[src/rtl/scr_pkg.sv]
package scr_pkg;
    typedef enum logic [1:0] {
        ST_IDLE    = 2'd0,
        ST_SHIFT   = 2'd1,
        ST_DELIVER = 2'd2
    } scr_state_e;

    typedef struct packed {
        logic cs_n;
        logic sck;
        logic sd;
        logic rs;
    } scr_lines_t;

    localparam scr_lines_t LINES_IDLE = '{cs_n: 1'b1, sck: 1'b0, sd: 1'b0, rs: 1'b0};
endpackage

[src/rtl/scr_sync.sv]
module scr_sync #(
    parameter int W = 4,
    parameter int STAGES = 2,
    parameter logic [W-1:0] RST_VAL = '0
) (
    input  logic         clk,
    input  logic         rst_n,
    input  logic [W-1:0] d,
    output logic [W-1:0] q
);
    for (genvar g = 0; g < W; g++) begin : g_bit
        logic [STAGES-1:0] chain;
        always_ff @(posedge clk or negedge rst_n) begin
            if (!rst_n) chain <= {STAGES{RST_VAL[g]}};
            else        chain <= {chain[STAGES-2:0], d[g]};
        end
        assign q[g] = chain[STAGES-1];
    end
endmodule

[src/rtl/scr_edge.sv]
module scr_edge (
    input  logic clk,
    input  logic rst_n,
    input  logic cs_n_s,
    input  logic sck_s,
    output logic cs_fall,
    output logic cs_rise,
    output logic sck_rise
);
    logic cs_q;
    logic sck_q;

    always_ff @(posedge clk or negedge rst_n) begin
        if (!rst_n) begin
            cs_q  <= 1'b1;
            sck_q <= 1'b0;
        end else begin
            cs_q  <= cs_n_s;
            sck_q <= sck_s;
        end
    end

    assign cs_fall  = cs_q & ~cs_n_s;
    assign cs_rise  = ~cs_q & cs_n_s;
    assign sck_rise = sck_s & ~sck_q & ~cs_n_s;
endmodule

[src/rtl/scr_shift.sv]
module scr_shift #(
    parameter int BYTE_W = 8,
    localparam int CNT_W = $clog2(BYTE_W + 1)
) (
    input  logic              clk,
    input  logic              rst_n,
    input  logic              clr,
    input  logic              shift_en,
    input  logic              din,
    output logic [BYTE_W-1:0] shreg,
    output logic              full
);
    logic [CNT_W-1:0] cnt;

    always_ff @(posedge clk or negedge rst_n) begin
        if (!rst_n) begin
            shreg <= '0;
            cnt   <= '0;
        end else if (clr) begin
            shreg <= '0;
            cnt   <= '0;
        end else if (shift_en) begin
            shreg <= {shreg[BYTE_W-2:0], din};
            if (cnt != CNT_W'(BYTE_W)) cnt <= cnt + 1'b1;
        end
    end

    assign full = (cnt == CNT_W'(BYTE_W));
endmodule

[src/rtl/scr_fsm.sv]
module scr_fsm
    import scr_pkg::*;
#(
    parameter int BYTE_W = 8
) (
    input  logic              clk,
    input  logic              rst_n,
    input  logic              cs_fall,
    input  logic              cs_rise,
    input  logic              sck_rise,
    input  logic              rs_s,
    input  logic              full,
    input  logic [BYTE_W-1:0] shreg,
    output logic              clr,
    output logic              shift_en,
    output logic [BYTE_W-1:0] out_byte,
    output logic              out_is_data,
    output logic              out_valid
);
    scr_state_e state;
    scr_state_e state_nx;
    logic       rs_cap;
    logic       commit;

    always_comb begin
        state_nx = state;
        unique case (state)
            ST_IDLE:    if (cs_fall) state_nx = ST_SHIFT;
            ST_SHIFT:   if (cs_rise) state_nx = full ? ST_DELIVER : ST_IDLE;
            ST_DELIVER: state_nx = cs_fall ? ST_SHIFT : ST_IDLE;
            default:    state_nx = ST_IDLE;
        endcase
    end

    always_ff @(posedge clk or negedge rst_n) begin
        if (!rst_n) state <= ST_IDLE;
        else        state <= state_nx;
    end

    assign commit   = (state == ST_SHIFT) && cs_rise && full;
    assign clr      = cs_fall;
    assign shift_en = (state == ST_SHIFT) && sck_rise;

    always_ff @(posedge clk or negedge rst_n) begin
        if (!rst_n) begin
            rs_cap      <= 1'b0;
            out_byte    <= '0;
            out_is_data <= 1'b0;
            out_valid   <= 1'b0;
        end else begin
            if (cs_fall) rs_cap <= rs_s;
            out_valid <= commit;
            if (commit) begin
                out_byte    <= shreg;
                out_is_data <= rs_cap;
            end
        end
    end
endmodule

[src/rtl/serial_cmd_rx.sv]
module serial_cmd_rx
    import scr_pkg::*;
#(
    parameter int BYTE_W = 8,
    parameter int SYNC_STAGES = 2
) (
    input  logic              clk,
    input  logic              rst_n,
    input  logic              sel_n,
    input  logic              sclk,
    input  logic              sdin,
    input  logic              rsel,
    output logic [BYTE_W-1:0] out_byte,
    output logic              out_is_data,
    output logic              out_valid
);
    localparam int LINE_W = $bits(scr_lines_t);

    scr_lines_t  raw_lines;
    scr_lines_t  syn_lines;
    logic        cs_fall;
    logic        cs_rise;
    logic        sck_rise;
    logic        shift_clr;
    logic        shift_en;
    logic        shift_full;
    logic [BYTE_W-1:0] shreg;

    assign raw_lines = '{cs_n: sel_n, sck: sclk, sd: sdin, rs: rsel};

    scr_sync #(
        .W(LINE_W), .STAGES(SYNC_STAGES), .RST_VAL(LINES_IDLE)
    ) u_sync (
        .clk(clk), .rst_n(rst_n), .d(raw_lines), .q(syn_lines)
    );

    scr_edge u_edge (
        .clk(clk), .rst_n(rst_n),
        .cs_n_s(syn_lines.cs_n), .sck_s(syn_lines.sck),
        .cs_fall(cs_fall), .cs_rise(cs_rise), .sck_rise(sck_rise)
    );

    scr_shift #(.BYTE_W(BYTE_W)) u_shift (
        .clk(clk), .rst_n(rst_n), .clr(shift_clr), .shift_en(shift_en),
        .din(syn_lines.sd), .shreg(shreg), .full(shift_full)
    );

    scr_fsm #(.BYTE_W(BYTE_W)) u_fsm (
        .clk(clk), .rst_n(rst_n),
        .cs_fall(cs_fall), .cs_rise(cs_rise), .sck_rise(sck_rise),
        .rs_s(syn_lines.rs), .full(shift_full), .shreg(shreg),
        .clr(shift_clr), .shift_en(shift_en),
        .out_byte(out_byte), .out_is_data(out_is_data), .out_valid(out_valid)
    );
endmodule

[config.mk]
export PLATFORM = sky130hd
export DESIGN_NAME = serial_cmd_rx
export DESIGN_NICKNAME = d
export VERILOG_FILES = /design/src/rtl/scr_pkg.sv /design/src/rtl/scr_sync.sv /design/src/rtl/scr_edge.sv /design/src/rtl/scr_shift.sv /design/src/rtl/scr_fsm.sv /design/src/rtl/serial_cmd_rx.sv
export SDC_FILE = /design/constraint.sdc
export NUM_CORES = 1
export LEC_CHECK = 0
export BUFFER_PORTS_ARGS = -buffer_cell sky130_fd_sc_hd__buf_2
export CAP_MARGIN = 20
export CORE_UTILIZATION = 55
export DETAILED_ROUTE_END_ITERATION = 8
export PLACE_DENSITY = 0.81
export SYNTH_ARGS = -nofsm -noshare
export SYNTH_HDL_FRONTEND = slang
export SYNTH_SLANG_ARGS = --single-unit
export TNS_END_PERCENT = 50
[constraint.sdc]
create_clock -name clk -period 2 [get_ports clk]
set_clock_uncertainty 0.1 [all_clocks]
set_input_delay 0.1 -clock clk [delete_from_list [all_inputs] [get_ports clk]]
set_output_delay 0.1 -clock clk [all_outputs]
set_load 0.01 [all_outputs]
==> results of run 1 <==
==> worst reg2reg max path, stage by stage, from the launching register on <==
cell and delay (ns):
dfrtp_1 0.41, inv_1 0.07, ha_1 0.21, and3b_1 0.19, nand4b_1 0.12, buf_4 0.19
mux2_2 0.34
==> through the flow <==
stage	utilization, %	hold slack, ns	power (W)	setup slack [ns]	cells
after floorplan	-	-0.296	0.000799	0.384	108
after global placement	65.6	0.0941	0.000829	0.357	151
after detailed placement	65.6	0.104	0.000835	0.290	151
after CTS	71.6	0.248	0.00137	0.275	164
after global routing	71.6	0.267	0.00141	0.152	164
final	71.6	0.248	0.00135	0.266	164
==> state kept, by name, indices dropped and copies added, names as in the netlist <==
register / count
u_edge.cs_q: 1
u_fsm.state: 2
u_shift.shreg: 8
u_shift.cnt: 4
u_fsm.out_valid: 1
u_sync.g_bit.chain: 8
u_fsm.out_byte: 8
u_fsm.rs_cap: 1
u_fsm.out_is_data: 1
u_edge.sck_q: 1
==> cell families after synthesis <==
kind of cell | count (synthesis)
compound gates | 22
fa+ha+maj | 2
buf+inv | 11
flops | 35
mux | 11
simple gates | 27
==> power by group <==
group / switching [W] / internal, W
registers: 0.0000169 / 0.000732
logic: 0.0000461 / 0.0000338
clock network: 0.000225 / 0.000295
==> path summary, 6_finish.rpt <==
path	end	startpoint	depth (start not counted)	slack, ns
max reg2reg	u_fsm.out_byte[2]$_DFFE_PN0P_	u_shift.cnt[0]$_DFFE_PN0P_	6	0.27
min	u_shift.shreg[4]$_DFFE_PN0P_	rst_n	2	0.25
min in group clk	u_sync.g_bit[2].chain[1]$_DFF_PN0_	u_sync.g_bit[2].chain[0]$_DFF_PN0_	0	0.25
max	u_fsm.out_byte[2]$_DFFE_PN0P_	u_shift.cnt[0]$_DFFE_PN0P_	6	0.27
min reg2reg	u_sync.g_bit[2].chain[1]$_DFF_PN0_	u_sync.g_bit[2].chain[0]$_DFF_PN0_	0	0.25
max in group asynchronous	u_fsm.state[1]$_DFFE_PN0P_	rst_n	2	1.08
==> metal layers <==
metal,wire length (um),part of all wire [%],track usage (%)
met5,0,0,0
met4,49,2.2,10.8
met3,106,4.7,8.77
met2,1040,47,31.0
met1,1040,47,26.0
==> layout make-up <==
cell class / instances / area share (%)
clock inverters: 2 / 2.15
flip-flops and latches: 35 / 54.0
repair buffers: 26 / 10.4
well taps: 28 / 2.15
multi-input cells: 62 / 27.0
inverters: 5 / 1.15
clock buffers: 6 / 3.15
==> Yosys cell counts, types with 2 or more instances <==
library cell | instances | share of area [%]
o31ai_1 | 2 | 1.1
nand4b_1 | 2 | 1.3
mux2_2 | 9 | 7.4
ha_1 | 2 | 1.8
nand2_1 | 7 | 1.9
mux2i_1 | 2 | 1.5
dfrtp_1 | 32 | 59
o21ai_0 | 8 | 2.9
inv_1 | 5 | 1.4
a21oi_1 | 11 | 4.0
clkbuf_1 | 4 | 1.1
dfstp_2 | 3 | 5.8
nand2b_1 | 2 | 0.92
nand3b_1 | 8 | 4.4
==> repair_timing <==
| action | 4_1_cts | 5_1_grt |
|---|---|---|
| hold buffers | 5 | 0 |
| hold endpoints to repair | 36 | 0 |
| buffers inserted | 0 | 0 |
==> layout by cell type, fill, tap and decap left out, types with 2 or more instances in the layout <==
master / synthesis / layout
a21oi_1: 11 / 11
buf_2: 1 / 15
buf_4: 1 / 6
clkbuf_4: 0 / 5
dfrtp_1: 32 / 32
dfstp_2: 3 / 3
dlygate4sd3_1: 0 / 5
ha_1: 2 / 2
inv_1: 5 / 5
mux2_2: 9 / 9
mux2i_1: 2 / 2
nand2_1: 7 / 7
nand2b_1: 2 / 2
nand3b_1: 8 / 8
nand4b_1: 2 / 2
o21ai_0: 8 / 8
o31ai_1: 2 / 2
==> flow_summary.ini, run 1 <==
[worst_setup_path]
cp-start-kind = flop
worst_path_max_delay_cell = dfrtp_1
critPathBufInv = 2
end_kind = flop
path_cells = inv_1, ha_1, and3b_1, nand4b_1, buf_4, mux2_2
worst-endpoint-arrival_ns = 1.87
required_ns = 2.13
crit_type = flop to flop
slowest_delay_ns = 0.41
critical-path-top-delay-family = flip-flops
cp_max_fo = 8

[global_routing]
grt_overflow = 0
antenna_found_initial = 0
grt_pass1_vias = 847
grt_pass1_wl_mm = 3.86
grt_max_degree = 36
track_usage_pct = 20.9

[yosys]
ys_warn_count = 0
synth_edf_count = 0
async_reset_ff_share_pct = 100
synth_top_family_by_area = simple AND/OR/NAND/NOR gates
ys_types = 25
synth-seq-area-share_pct = 64.4
synthesis.area_sq_um = 1370
synth_ff_type = dfrtp_1
yosys.area_share.adder_pct = 1.83
synth-xor-area-share_pct = 0
synth_compound_area_share_pct = 8.52
synthCells = 108
muxShareOfSynthArea_pct = 8.88
synth_nets = 116
post_synth_and_or_nand_nor_area_fraction_pct = 13.0
ys_ff_latch = 35
syn_avg_cell_area_sq_um = 12.7

[detailed_routing]
wl_per_cell_um = 13.7
via_per_inst = 5.46
vias = 895
firstDrtPassIters = 4
drtAntennaViolNets = 0
wl_mm = 2.24
drcViolationCount = 0
drt_iter0_drc = 17

[sta]
grt_setup_unrepaired = false
fin_tns_setup_ns = 0
max_slew.worst_pin.slew_ns = 0.736
timing.slew.headroom_pct = 50.9
setup_viol = 0
period_share_pct = 86.7
period_needed_ns = 1.73
drv_slew = 0
finalHoldViolCount = 0
fmax_ghz = 0.577

[clock_tree]
cts.path.max_buffers = 2
cts.sinks = 35
insertion_delay_ns = 0.34
cts_tree = yes
cts_buffers = 5
h-tree-depth = 2
ctsResizeCount = 0
cts-root-buf = clkbuf_4
clkTransAtPathRegs_ns = 0.11

[placement]
post_dp_cell_area_sq_um = 1490
io_buffer_count = 15
dpl.hpwl_mm = 1.50
gp_congestion = 0.750

[status]
run_status = completed

[die]
dieArea_sq_um = 2690
core-area_sq_um = 2280
initial_utilization_pct = 60.0
floorplan.io_pins = 16
rows = 17
die_x_um = 51.8
die_height_um = 51.8

[layout]
syn2layout_area_growth_pct = 19.3
antenna_cells = 0
final_area_sq_um = 1630
fillers = 158
regArea_sq_um = 880
multiInputGateArea_sq_um = 440
drive_gt1_share_pct = 30.1
fin_nets = 143

[power_and_ir_drop]
powerDensity_nw_per_um2 = 827
ir_worst_vdd_mv = 0.626
power.leakage_nw = 0.806

[job]
drv_cap = 0

[worst_hold_path]
hp-class = input pin to async pin
(Power assumes the default switching activity.)
==> run 2: changes to the inputs <==
Settings changed: BUFFER_PORTS_ARGS -buffer_cell sky130_fd_sc_hd__buf_2 to -buffer_cell sky130_fd_sc_hd__buf_4, CTS_CLUSTER_DIAMETER from default to 200.
==> run 2 against run 1 <==
  * Sequential power about the same
  * Sequential share of layout area rose by 0.12 points
  * Combinational power is 2% lower
  * Critical path type unchanged
  * Total power shrank 9.9%
  * Wire length increased by 2.0%
  * Critical path depth unchanged
  * Global-route usage increased by 0.50 points
  * Cell area is 0.23% lower
  * Worst hold slack got worse by 0.11 ns
  * Setup slack lost 0.0070 ns
  * Via count decreased by 0.67%
==> flow_summary.ini, run 2 (synthesized netlist as in run 1, its figures left out) <==
[placement]
dpl.hpwl_mm = 1.45
dp_cells = 149
gp_congestion = 0.772
io_buffer_count = 15

[worst_setup_path]
cp_max_fo = 11
worst-endpoint-arrival_ns = 1.86
cp-start-kind = flop
crit_type = flop to flop
required_ns = 2.12
end_kind = flop

[sta]
holdWs_ns = 0.136
timing.slew.headroom_pct = 72.4
finalHoldViolCount = 0
setup_viol = 0
drv_slew = 0
max_slew.worst_pin.slew_ns = 0.411
period_share_pct = 87.1
period_needed_ns = 1.74
grt_setup_unrepaired = false
fin_tns_setup_ns = 0
fmax_ghz = 0.574

[clock_tree]
h-tree-depth = 2
insertion_delay_ns = 0.34
ctsResizeCount = 0
cts-root-buf = clkbuf_4
cts_buffers = 5
cts_tree = yes
clkTransAtPathRegs_ns = 0.10
cts.sinks = 35
cts_hold_buf = 5
cts.path.max_buffers = 2
post-cts-setup-buffers = 0

[power_and_ir_drop]
p_sw_share_pct = 22.9
comb_power_share_pct = 6.4
power.leakage_nw = 0.787
seqPwrFrac_pct = 61.9
p_sw_w = 0.000278
ir_worst_vdd_mv = 0.643
powerDensity_nw_per_um2 = 747
power_frac_clock_pct = 31.7
internal_power_w = 0.000937

[detailed_routing]
wl_per_cell_um = 14.1
drtAntennaViolNets = 0
wl_mm = 2.29
drt_iter0_drc = 4
via_per_inst = 5.49
firstDrtPassIters = 4
drcViolationCount = 0
vias = 889

[global_routing]
met1_usage_pct = 24.2
grt_overflow = 0
grt_max_degree = 36
antenna_found_initial = 0
grtUsageMet2_pct = 35.0
grt_busiest_layer = met2
track_usage_pct = 21.4
gr-usage-met3_pct = 8.77
grt_pass1_vias = 890
grt_pass1_wl_mm = 3.88

[status]
run_status = completed

[die]
rows = 17
die_height_um = 51.8
dieArea_sq_um = 2690
initial_utilization_pct = 60.0
die_x_um = 51.8
floorplan.io_pins = 16
core-area_sq_um = 2280

[layout]
final_cell_mix = dfrtp_1, buf_4, a21oi_1, mux2_2
finalNonFillerCells = 162
drive_gt1_share_pct = 28.4
antenna_cells = 0
fillers = 172
final_common_cell = dfrtp_1
multiInputGateArea_sq_um = 440
regArea_sq_um = 880
fin_nets = 141
utilization_pct = 71.5
syn2layout_area_growth_pct = 19.0
biggestRegsByFlops = u_fsm.out_byte x8, u_shift.shreg x8, u_sync.g_bit.chain x8

[job]
drv_cap = 0

[worst_hold_path]
hp-class = input pin to async pin
==> run 2: cell types whose count changed in the layout (fill, tap and decap cells not counted), sizes merged <==
cell    change
buf         -2
bufinv      -1
clkbuf      +1
==> run 2: routing by layer <==
| metal | share of wire [%] | routed length (um) | vias up |
|---|---|---|---|
| met5 | 0 | 0 | - |
| met4 | 1.8 | 42 | 0 |
| met3 | 3.9 | 89 | 5 |
| met2 | 50 | 1150 | 19 |
| met1 | 44 | 1010 | 438 |
| li1 | - | - | 427 |
==> run 2: layout make-up <==
class / count / share of cell area [%]
sequential: 35 / 54.1
multi-input combinational: 62 / 27.1
timing repair buffer: 24 / 11.8
clock buffer: 7 / 3.38
tap: 28 / 2.15
inverter: 5 / 1.15
clock inverter: 1 / 0.308
==> run 2: metrics by stage <==
| stage | power [W] | setup WS, ns | area (sq um) |
|---|---|---|---|
| floorplan | 0.000799 | 0.384 | 1370 |
| global route | 0.00127 | 0.173 | 1630 |
| finish | 0.00122 | 0.259 | 1630 |
| global placement | 0.000830 | 0.312 | 1520 |
| CTS | 0.00123 | 0.252 | 1630 |
| detailed placement | 0.000838 | 0.269 | 1520 |
==> run 2: power by group through the flow <==
stage	clock, W	combinational (W)	sequential (W)
after floorplan	0	0.0000415	0.000757
after global placement	0	0.0000670	0.000763
after detailed placement	0	0.0000721	0.000766
after CTS	0.000401	0.0000798	0.000752
after global routing	0.000429	0.0000894	0.000756
final	0.000385	0.0000783	0.000752
==> run 2: final timing paths <==
kind | end | slack, ns | cells after the start | from
worst max-delay path | u_fsm.out_is_data$_DFFE_PN0P_ | 0.26 | 6 | u_shift.cnt[0]$_DFFE_PN0P_
worst min-delay path | u_shift.shreg[6]$_DFFE_PN0P_ | 0.14 | 2 | rst_n
worst max register to register | u_fsm.out_is_data$_DFFE_PN0P_ | 0.26 | 6 | u_shift.cnt[0]$_DFFE_PN0P_
worst min register to register | u_sync.g_bit[1].chain[1]$_DFF_PN0_ | 0.26 | 0 | u_sync.g_bit[1].chain[0]$_DFF_PN0_
max in group asynchronous | u_sync.g_bit[3].chain[1]$_DFF_PN1_ | 1.32 | 2 | rst_n
min in group clk | u_sync.g_bit[1].chain[1]$_DFF_PN0_ | 0.26 | 0 | u_sync.g_bit[1].chain[0]$_DFF_PN0_
==> run 2: worst max-delay path, stage by stage, from the launching register on <==
cell and delay [ns]:
dfrtp_1 0.40, inv_1 0.08, ha_1 0.21, and3b_1 0.20, nand4b_1 0.08, buf_4 0.20
mux2_2 0.35
==> run 3: changes to the inputs <==
Settings changed: SETUP_SLACK_MARGIN from default to 0.5.
==> run 3 against run 2 <==
  * Cell area grew 5.8%
  * Worst hold slack lost 0.0090 ns
  * Via count grew 6.1%
  * Wire length grew 17%
  * Die area is the same
  * Clock-buffer cell count is the same
  * Setup slack gained 0.074 ns
  * Total power grew 2.3%
  * Critical path depth is the same
  * First-iteration DRC count grew to 2.5 times the previous value
  * Core utilization grew 4.2 points
  * Critical path type unchanged
  * Critical endpoint unchanged
==> flow_summary.ini, run 3 (synthesized netlist as in run 1, its figures left out) <==
[status]
run_status = completed

[die]
floorplan.io_pins = 16
rows = 17
die_x_um = 51.8
initial_utilization_pct = 60.0
die_height_um = 51.8
dieArea_sq_um = 2690
core-area_sq_um = 2280

[worst_hold_path]
hp-class = input pin to async pin

[sta]
setup_viol = 0
timing.slew.headroom_pct = 69.0
fmax_ghz = 0.600
max_slew.worst_pin.slew_ns = 0.464
layout_setup_ws_ns = 0.333
period_share_pct = 83.4
period_needed_ns = 1.67
grt_setup_unrepaired = true
fin_tns_setup_ns = 0
finalHoldViolCount = 0
drv_slew = 0
holdWs_ns = 0.127

[placement]
gp_congestion = 0.783
io_buffer_count = 15
dp_cells = 150
pre_cts_ws_ns = 0.280
dpl.hpwl_mm = 1.66

[clock_tree]
cts_buffers = 5
h-tree-depth = 2
clkTransAtPathRegs_ns = 0.10
cts_tree = yes
cts-root-buf = clkbuf_4
insertion_delay_ns = 0.34
cts.sinks = 35
cts.path.max_buffers = 2

[layout]
drive_gt1_share_pct = 36.6
final_common_cell = dfrtp_1
fillers = 149
multiInputGateArea_sq_um = 474
utilization_pct = 75.6
final_cell_mix = dfrtp_1, buf_4, a21oi_1
biggestRegsByFlops = u_fsm.out_byte x8, u_shift.shreg x8, u_sync.g_bit.chain x8
fin_nets = 149
antenna_cells = 0
syn2layout_area_growth_pct = 26.0
finalNonFillerCells = 170
regArea_sq_um = 880

[detailed_routing]
via_per_inst = 5.55
firstDrtPassIters = 4
wl_mm = 2.67
drt_iter0_drc = 10
drcViolationCount = 0
drtAntennaViolNets = 0
wl_per_cell_um = 15.7
vias = 943

[global_routing]
grt_overflow = 0
antenna_found_initial = 0
grt_max_degree = 36
grt_pass1_wl_mm = 4.26
grt_pass1_vias = 926
track_usage_pct = 23.8

[worst_setup_path]
startpoint = u_shift.cnt[0]$_DFFE_PN0P_
required_ns = 2.13
crit_type = flop to flop
worstRegToRegCells = 6
crit_end = u_fsm.out_is_data$_DFFE_PN0P_
r2r-start = u_shift.cnt[0]$_DFFE_PN0P_
cp-start-kind = flop
rrSetupSlack_ns = 0.33
worst-endpoint-arrival_ns = 1.79
worst_r2r_endpoint = u_fsm.out_is_data$_DFFE_PN0P_
cp_max_fo = 7
end_kind = flop

[power_and_ir_drop]
powerDensity_nw_per_um2 = 722
ir_worst_vdd_mv = 0.597
power.leakage_nw = 0.832

[job]
drv_cap = 0
[run 3: critical path, stage by stage, from the launching register on]
cell and delay, ns:
dfrtp_1 0.41, inv_2 0.09, ha_4 0.13, and3b_2 0.19, nand4b_1 0.16, buf_6 0.18
mux2_4 0.29
[run 3: final cells by class]
class,count,area share (%)
clock buffers,7,3.20
clock inverters,1,0.291
inverters,5,1.09
multi-input cells,62,27.5
flip-flops and latches,35,51.1
well taps,28,2.03
repair buffers,32,14.8
[run 3: layer usage]
metal | up-vias | part of all wire (%) | wire [um] | global-route usage (%)
met4 | 0 | 1.8 | 47 | 9.46
met2 | 22 | 51 | 1350 | 38.9
met3 | 5 | 3.7 | 99 | 8.77
met5 | - | 0 | 0 | 0
met1 | 474 | 44 | 1170 | 28.3
li1 | 442 | - | - | -
[run 3: how the worst min path moves through the flow]
stage / slack, ns / cells after the start / startpoint / end
global route: 0.17 / 2 / rst_n / u_shift.shreg[5]$_DFFE_PN0P_
finish: 0.13 / 2 / rst_n / u_shift.shreg[7]$_DFFE_PN0P_
CTS: 0.12 / 2 / rst_n / u_shift.shreg[7]$_DFFE_PN0P_
detailed placement: -0.04 / 1 / rst_n / u_sync.g_bit[2].chain[0]$_DFF_PN0_
global placement: -0.03 / 1 / rst_n / u_fsm.rs_cap$_DFFE_PN0N_
floorplan: -0.30 / 0 / rst_n / u_edge.sck_q$_DFF_PN0_
[run 3: repair_timing]
item                                    in CTS  in global routing
buffers inserted                             5                  2
endpoints found under the setup margin      12                 21
hold buffers                                 5                  0
gates resized for setup                      4                  5
endpoints found under the hold margin       39                  0
pin swaps                                    1                  1
[run 3: where the power goes]
part | switching, W | leakage [nW] | internal [W]
Sequential | 0.0000178 | 0.458 | 0.000732
Clock | 0.000220 | 0.0353 | 0.000170
Combinational | 0.0000565 | 0.339 | 0.0000474
Total | 0.000294 | 0.832 | 0.000949
[run 3: metrics by stage]
step	total power, W	cell area, sq um
global placement	0.000833	1530
global route	0.00129	1720
detailed placement	0.000839	1530
CTS	0.00125	1690
floorplan	0.000799	1370
finish	0.00124	1720
